--- src/rtl/eprom_prog_seq.sv ---
module eprom_prog_seq #(
  parameter int GAP_CYC   = 2,
  parameter int PULSE_CYC = 5,
  parameter int BW        = 8
) (
  input  logic          clk,
  input  logic          rst_n,
  input  logic          start,
  input  logic          s_valid,
  output logic          s_ready,
  input  logic [BW-1:0] s_data,
  input  logic          s_last,
  input  logic          bus_ale,
  output logic          ale_out,
  output logic          int_boot,
  output logic          vpp_en,
  output logic          latch_ctl,
  output logic          pgm_n,
  output logic          oe_n,
  output logic [BW-1:0] addr_hi,
  output logic [BW-1:0] ad_out,
  output logic          ad_oe,
  input  logic [BW-1:0] ad_in,
  output logic          busy,
  output logic          done,
  output logic          err,
  output logic [2*BW-1:0] err_addr
);
  localparam int MAXC = (GAP_CYC > PULSE_CYC) ? GAP_CYC : PULSE_CYC;
  localparam int CW   = $clog2(MAXC + 1);
  localparam logic [CW-1:0] GAP_LD   = CW'(GAP_CYC - 1);
  localparam logic [CW-1:0] PULSE_LD = CW'(PULSE_CYC - 1);

  typedef enum logic [3:0] {
    S_IDLE, S_BOOT, S_VPP, S_GAH, S_GAL, S_GD, S_ADR, S_LAT,
    S_DAT, S_PUL, S_REC, S_RD, S_FIN, S_FAIL
  } st_t;

  st_t st, nxt;
  logic [CW-1:0] cnt;
  logic [BW-1:0] ah, al, dat;
  logic last_r, done_r, err_r;

  wire go   = start && (st == S_IDLE || st == S_FAIL);
  wire tz   = (cnt == '0);
  wire take = s_valid && s_ready;
  wire bad  = (st == S_RD) && tz && (ad_in != dat);

  always_comb begin
    nxt = st;
    case (st)
      S_IDLE, S_FAIL: if (start) nxt = S_BOOT;
      S_BOOT: if (tz) nxt = S_VPP;
      S_VPP:  if (tz) nxt = S_GAH;
      S_GAH:  if (s_valid) nxt = S_GAL;
      S_GAL:  if (s_valid) nxt = S_GD;
      S_GD:   if (s_valid) nxt = S_ADR;
      S_ADR:  if (tz) nxt = S_LAT;
      S_LAT:  if (tz) nxt = S_DAT;
      S_DAT:  if (tz) nxt = S_PUL;
      S_PUL:  if (tz) nxt = S_REC;
      S_REC:  if (tz) nxt = S_RD;
      S_RD:   if (tz) nxt = bad ? S_FAIL : (last_r ? S_FIN : S_GAH);
      S_FIN:  if (tz) nxt = S_IDLE;
      default: nxt = S_IDLE;
    endcase
  end

  always_ff @(posedge clk or negedge rst_n) begin
    if (!rst_n) begin
      st     <= S_IDLE;
      cnt    <= '0;
      ah     <= '0;
      al     <= '0;
      dat    <= '0;
      last_r <= 1'b0;
      done_r <= 1'b0;
      err_r  <= 1'b0;
    end else begin
      st <= nxt;
      if (nxt != st)    cnt <= (nxt == S_PUL) ? PULSE_LD : GAP_LD;
      else if (!tz)     cnt <= cnt - 1'b1;
      if (take && st == S_GAH) ah <= s_data;
      if (take && st == S_GAL) al <= s_data;
      if (take && st == S_GD) begin
        dat    <= s_data;
        last_r <= s_last;
      end
      if (go)                                done_r <= 1'b0;
      else if (st == S_FIN && tz)            done_r <= 1'b1;
      if (go)                                err_r  <= 1'b0;
      else if (bad)                          err_r  <= 1'b1;
    end
  end

  wire drv_adr  = (st == S_ADR) || (st == S_LAT);
  wire drv_dat  = (st inside {S_DAT, S_PUL, S_REC});
  wire hold_hi  = drv_adr || drv_dat || (st == S_RD);

  assign s_ready   = (st inside {S_GAH, S_GAL, S_GD});
  assign int_boot  = (st != S_IDLE);
  assign vpp_en    = (st inside {S_VPP, S_GAH, S_GAL, S_GD, S_ADR, S_LAT,
                                 S_DAT, S_PUL, S_REC, S_RD});
  assign latch_ctl = !(st inside {S_LAT, S_DAT, S_PUL, S_REC, S_RD});
  assign pgm_n     = (st != S_PUL);
  assign oe_n      = (st != S_RD);
  assign ad_oe     = drv_adr || drv_dat;
  assign addr_hi   = hold_hi ? ah : '0;
  assign ad_out    = drv_adr ? al : (drv_dat ? dat : '0);
  assign ale_out   = vpp_en ? latch_ctl : bus_ale;
  assign busy      = !(st == S_IDLE || st == S_FAIL);
  assign done      = done_r;
  assign err       = err_r;
  assign err_addr  = {ah, al};
endmodule

--- config.mk ---
export PLATFORM = sky130hd
export DESIGN_NAME = eprom_prog_seq
export DESIGN_NICKNAME = d
export VERILOG_FILES = /design/src/rtl/eprom_prog_seq.sv
export SDC_FILE = /design/constraint.sdc
export NUM_CORES = 1
export LEC_CHECK = 0
export BUFFER_PORTS_ARGS = -buffer_cell sky130_fd_sc_hd__buf_2
export CAP_MARGIN = 20
export CORE_UTILIZATION = 46
export DETAILED_ROUTE_END_ITERATION = 16
export GPL_ROUTABILITY_DRIVEN = 1
export MAX_ROUTING_LAYER = met4
export PLACE_DENSITY = 0.75
export SYNTH_ARGS = -nofsm -noshare
export SYNTH_HDL_FRONTEND = slang
export SYNTH_SLANG_ARGS = --single-unit
--- constraint.sdc ---
create_clock -name clk -period 2.34 [get_ports clk]
set_input_delay 0.234 -clock clk [delete_from_list [all_inputs] [get_ports clk]]
set_output_delay 0.234 -clock clk [all_outputs]
set_load 0.1 [all_outputs]
Yosys cells after proc, flatten, opt, wreduce, memory -nomap -nowiden
Index checks and enable logic that the tools add are counted.
- bits in registers: 34
- bits of input ports: 22
- output and inout bits: 43
- word-level logic and storage cells: 79
- add/sub/neg operators: 1
- equality and inequality tests: 19
- multiplexer cells: 27
- reductions and logical operators: 24
- operator list (cell ; count):
    two-way mux 4 bit ; 15
    one-hot mux 4 bit (13 select lines) ; 1
    == test 4 bit, second input constant ; 7
    two-way mux 8 bit ; 3
    == test 4 x 3 -> 1 bit, second input constant ; 4
    nonzero test 10 bit ; 1
    two-way mux 3 bit ; 3
    == test 4 x 2 -> 1 bit, second input constant ; 2
    logical AND 1 bit ; 8
    inequality test 4 bit, second input constant ; 2
    inequality test 8 bit ; 1
    nonzero test 3 bit ; 2
    two-way mux 1 bit ; 5
    nonzero test 5 bit ; 1
    == test 4 x 1 -> 1 bit, second input constant ; 1
    logical NOT 4 bit ; 1
    logical OR 1 bit ; 4
    inequality test 4 bit ; 1
    nonzero test 2 bit ; 2
    nonzero test 4 bit ; 1
    logical NOT 3 bit ; 1
    subtractor 3 x 1 -> 3 bit, second input constant ; 1
    logical NOT 1 bit ; 2
    inequality test 2 x 1 -> 1 bit, second input constant ; 1
    OR reduction 2 bit ; 1

Logic depth before layout (Yosys ltp)
- depth in word-level cells: 9
- mapped depth: 9
- mapped depth without buffers: 8

Least setup slack after synthesis
OpenSTA, ideal clock, no wires.
- kind: reg-to-output
- from: register st[2]
- to: output port ale_out
- arrival: 3.242 ns
- data required time: 2.106 ns
- slack: -1.136 ns
- cell stages (with the launch flop): 6
- buffers on the path: 2
- cells stage by stage: dfrtp_1 -> buf_2 -> buf_1 -> nor3_1 -> a21oi_1 -> o21a_1
- elaborated cells on any way between the ends: 14
- classes of those cells: eq/ne: 10; mux: 1; reduce/logical: 3
- RTL lines (item ; line ; RTL):
    from (decl) ; 39 ; st_t st, nxt;
    from (signal assigned) ; 80 ; st <= nxt;
    == test 4 x 2 -> 1 bit, or another cell as far along ; 102 ; assign vpp_en = (st inside {S_VPP, S_GAH, S_GAL, S_GD, S_ADR, S_LAT,
    nonzero test 10 bit * ; 102 ;
    named net vpp_en ; 16 ; output logic vpp_en,
    two-way mux 1 bit * ; 110 ; assign ale_out = vpp_en ? latch_ctl : bus_ale;
    to (decl) ; 14 ; output logic ale_out,
Mark *: on every way through the listed nets, which the timed path passes. The rest lies on a longest branch.

Worst setup path in the final report
- from: register st[3]
- to: output port addr_hi[4]
- word-level cells in the longest chain between the ends: 5
- elaborated cells on any way between the ends: 11
- classes of those cells: eq/ne: 6; mux: 1; reduce/logical: 4
- RTL lines (item ; line ; RTL):
    == test 4 bit or == test 4 x 3 -> 1 bit (tied branches) ; 97, 96 ;
    nonzero test 3 bit or logical OR 1 bit (tied branches) ; 97, 96 ;
    logical OR 1 bit ; 98 ; wire hold_hi = drv_adr || drv_dat || (st == S_RD);
    logical OR 1 bit * ; 98 ;
    two-way mux 8 bit * ; 108 ; assign addr_hi = hold_hi ? ah : '0;
    to (decl) ; 20 ; output logic [BW-1:0] addr_hi,
Every way passes the cells marked *; elsewhere a longest branch is shown, timed or not.

==> summary.md <==
| Metric | Value |
|---|---|
| Boundary pin count | `65` |
| Max-Cap Viols | `0` |
| Post-layout min period | `2.22 ns` |
| Met1 WL | `2280 µm` |
| Via count | `1773` |
| Async SR Flop Fraction | `1.00` |
| Top layer in use | `met4` |
| Status | `finished, final reports clean` |
| Fin. Hold Viols | `0` |
| Nets | `about 290` |
| Worst-path maximum fanout | `10` |
| Initial Util | `0.494` |
| Reg2reg setup slack | `0.25 ns` |
| CTS tree | `built` |
| Share of post-route cells with drive strength above 1 | `0.427` |
| Clock-pin slew on the worst setup and hold paths | `0.07 ns` |
| Total Routing Usage GR | `0.248` |
| Skew-Pair Late Insertion Delay | `0.28 ns` |
| Met3 wire len | `about 230 µm` |
| Die area | `0.00472 mm²` |
| Post-Synth Adder-Cell Area | `0.0122` |
| Crit-path cells | `nor2b_1 > buf_4 > or2_1 > and2_1 > buf_12` |
| Syn Nets | `224` |
| Setup TNS | `0 ns` |
| Multi-input combinational cell area | `0.00111 mm²` |
| Rel. slew slack | `0.484` |
| Die width | `68.7 µm` |
| Main combinational cell family by area after synthesis | `compound AO/OA/AOI/OAI gates` |
| DP HPWL | `3760 µm` |
| FF-to-FF Start | `cnt[0]` |
| CP Class | `reg -> out` |
| Critical path arrival | `1.98 ns` |
| Met2 wire len | `2660 µm` |
| WL/cell | `16.4 µm` |
| Worst Max-Slew Pin Slew | `0.774 ns` |
| Max-slew violation count | `0` |
| Final WL | `5210 µm` |
| Syn avg cell area | `10.2 µm²` |
| Grt total ovfl | `0` |
| Via density | `between 5 and 6` |
| Final Util | `0.678` |
| Compound-Gate Fraction of Synth Area | `0.168` |
| Number of synthesized flops with an enable pin | `0` |
| Sequential fraction of the synthesis area | `0.416` |
| Register area | `852 µm²` |
| Synth unique cells | `50` |
| RSZ-0062 raised after global routing | `false` |
| Place WS | `0.233 ns` |
| Post CTS Setup Buffer Count | `0` |
| Most common cell after layout, fill and taps aside | `buf_2` |
| Core Box Area | `a little over 0.004 mm²` |
| Final Cycle Share | `0.948` |
| HP Class | `in -> async` |
| PostCTS Resize Cnt | `1` |
| Gate Count Post-Synth | `200` |
| Post-route cell area | `0.00281 mm²` |
| Final WS setup | `0.123 ns` |
| CTS H-Tree Depth | `2` |
| Residual DRC | `0` |
| XOR/XNOR Fraction of Synth Area | `0.0343` |
| Final Skew | `0.00522 ns` |
| Slowest cell on crit path | `dfrtp_1` |
| Post-DP Area | `approximately 0.0027 mm²` |
| First-pass GRT wire length | `8090 µm` |
| Final ANT Viol Nets | `0` |
| Starting DRC count in detailed routing | `202` |
| Critical Path Max Stage Delay | `0.61 ns` |
| Number of clock sinks | `34` |
| Rows | `23` |
| CTS Hold Buffers Added | `0` |
| Cts bufs inserted | `5` |
| Port Buffers | `64` |
| Mux contribution to synthesized area | `0.147` |
| Crit. End Element | `output port` |
| Drt pass-1 iters | `4` |
| R2R cell count | `8` |
| Fillers | `roughly 310` |
| Final Wtd Congestion | `0.907` |
| Synth Register Bits | `34` |
| Root Driver | `clkbuf_8` |
| Initial antenna violation count | `0` |
| Maximum buffer depth of the clock tree | `2` |
| CP required | `between 2 and 2.5 ns` |
| Layout overhead on the synthesized area | `37.4%` |
| ANT cells | `0` |
| Ys flop type | `dfrtp_1` |
| DIE HEIGHT | `68.7 µm` |
| Commonest non-fill, non-tap cells in the layout | `buf_2 (47), dfrtp_1 (33), mux2_2 (19)` |
| Largest net degree at the start of global routing | `35` |
| Worst setup SP type | `flop` |
| Number of setup violations in the final report | `0` |
| R2r endpoint | `cnt[2]` |
| Synthesis Warnings | `0` |
| Vias in the first global route | `between 1500 and 2000` |
| Post-synthesis simple-gate area fraction | `0.168` |
| Fmax | `between 0.4 and 0.5 GHz` |
| Synth Cell Area | `0.00205 mm²` |
cell type report:
cell class              instances  area share
well taps                      50      0.0223
inverters                       8      0.0107
clock inverters                 1      0.0107
multi-input cells             145       0.395
repair buffers                 73       0.229
clock buffers                   6      0.0294
flip-flops and latches         34       0.303
critical path, delay by kind of cell, from the launching register on:
family / cells / cell delay, ns
buf+inv: 2 / 0.34
flops: 1 / 0.61
simple gates: 3 / 0.73
metal layers:
layer	track usage	vias up
li1	-	848
met1	0.307	865
met2	0.403	58
met3	0.0559	2
met4	0.0755	0
met5	-	-
flip-flops by register name, summed over array words and instances (netlist names):
| signal | count |
|---|---|
| st | 4 |
| dat | 8 |
| al | 8 |
| ah | 8 |
| err | 1 |
| done | 1 |
| cnt | 3 |
| last_r | 1 |
kinds of logic (layout without fill, tap and decap cells):
group | Yosys count | count (layout)
flip-flops | 34 | 34
multiplexers | 27 | 27
adder cells (fa/ha/maj) | 2 | 2
AND/OR/NAND/NOR | 62 | 62
AO/OA/AOI/OAI | 46 | 46
buffers and inverters | 21 | 88
XOR/XNOR | 8 | 8
synth_stat cells (2+ instances only):
cell type	instances	area share
dfrtp_1	34	0.42
mux2_2	19	0.10
nand2_1	13	0.024
nor2_1	12	0.022
and2_1	9	0.028
a22o_1	8	0.034
inv_1	8	0.015
xnor2_1	8	0.034
buf_2	7	0.017
a21oi_1	6	0.015
nand3_1	6	0.015
mux2_1	5	0.028
nor2b_1	5	0.015
o21ai_0	5	0.012
a31oi_1	3	0.0092
buf_6	3	0.017
mux2i_1	3	0.015
nor3_1	3	0.0073
o21a_1	3	0.011
o21ai_1	3	0.0073
o221ai_1	3	0.013
and3_1	2	0.0061
ha_1	2	0.012
nand4_1	2	0.0061
o211ai_1	2	0.0073
or2_1	2	0.0061
worst max path at each step:
stage / from / slack [ns] / end / depth (start not counted)
detailed placement: st[1] / 0.23 / ad_out[1] / 4
global route: st[3] / 0.003 / addr_hi[4] / 5
global placement: st[0] / 0.27 / ad_out[6] / 4
floorplan: st[2] / -0.01 / ale_out / 5
CTS: st[2] / 0.09 / busy / 5
finish: st[3] / 0.12 / addr_hi[4] / 5
metrics by stage:
stage	std cells	hold WS, ns
6_report	317	0.0200
5_1_grt	317	0.0810
4_1_cts	317	0.0500
3_5_place_dp	310	0.356
3_3_place_gp	310	0.342
2_1_floorplan	200	-0.0616
Power is left out: the tool's default activity adds up to more than one toggle a clock period on the data nets, which glitch-free logic cannot reach.
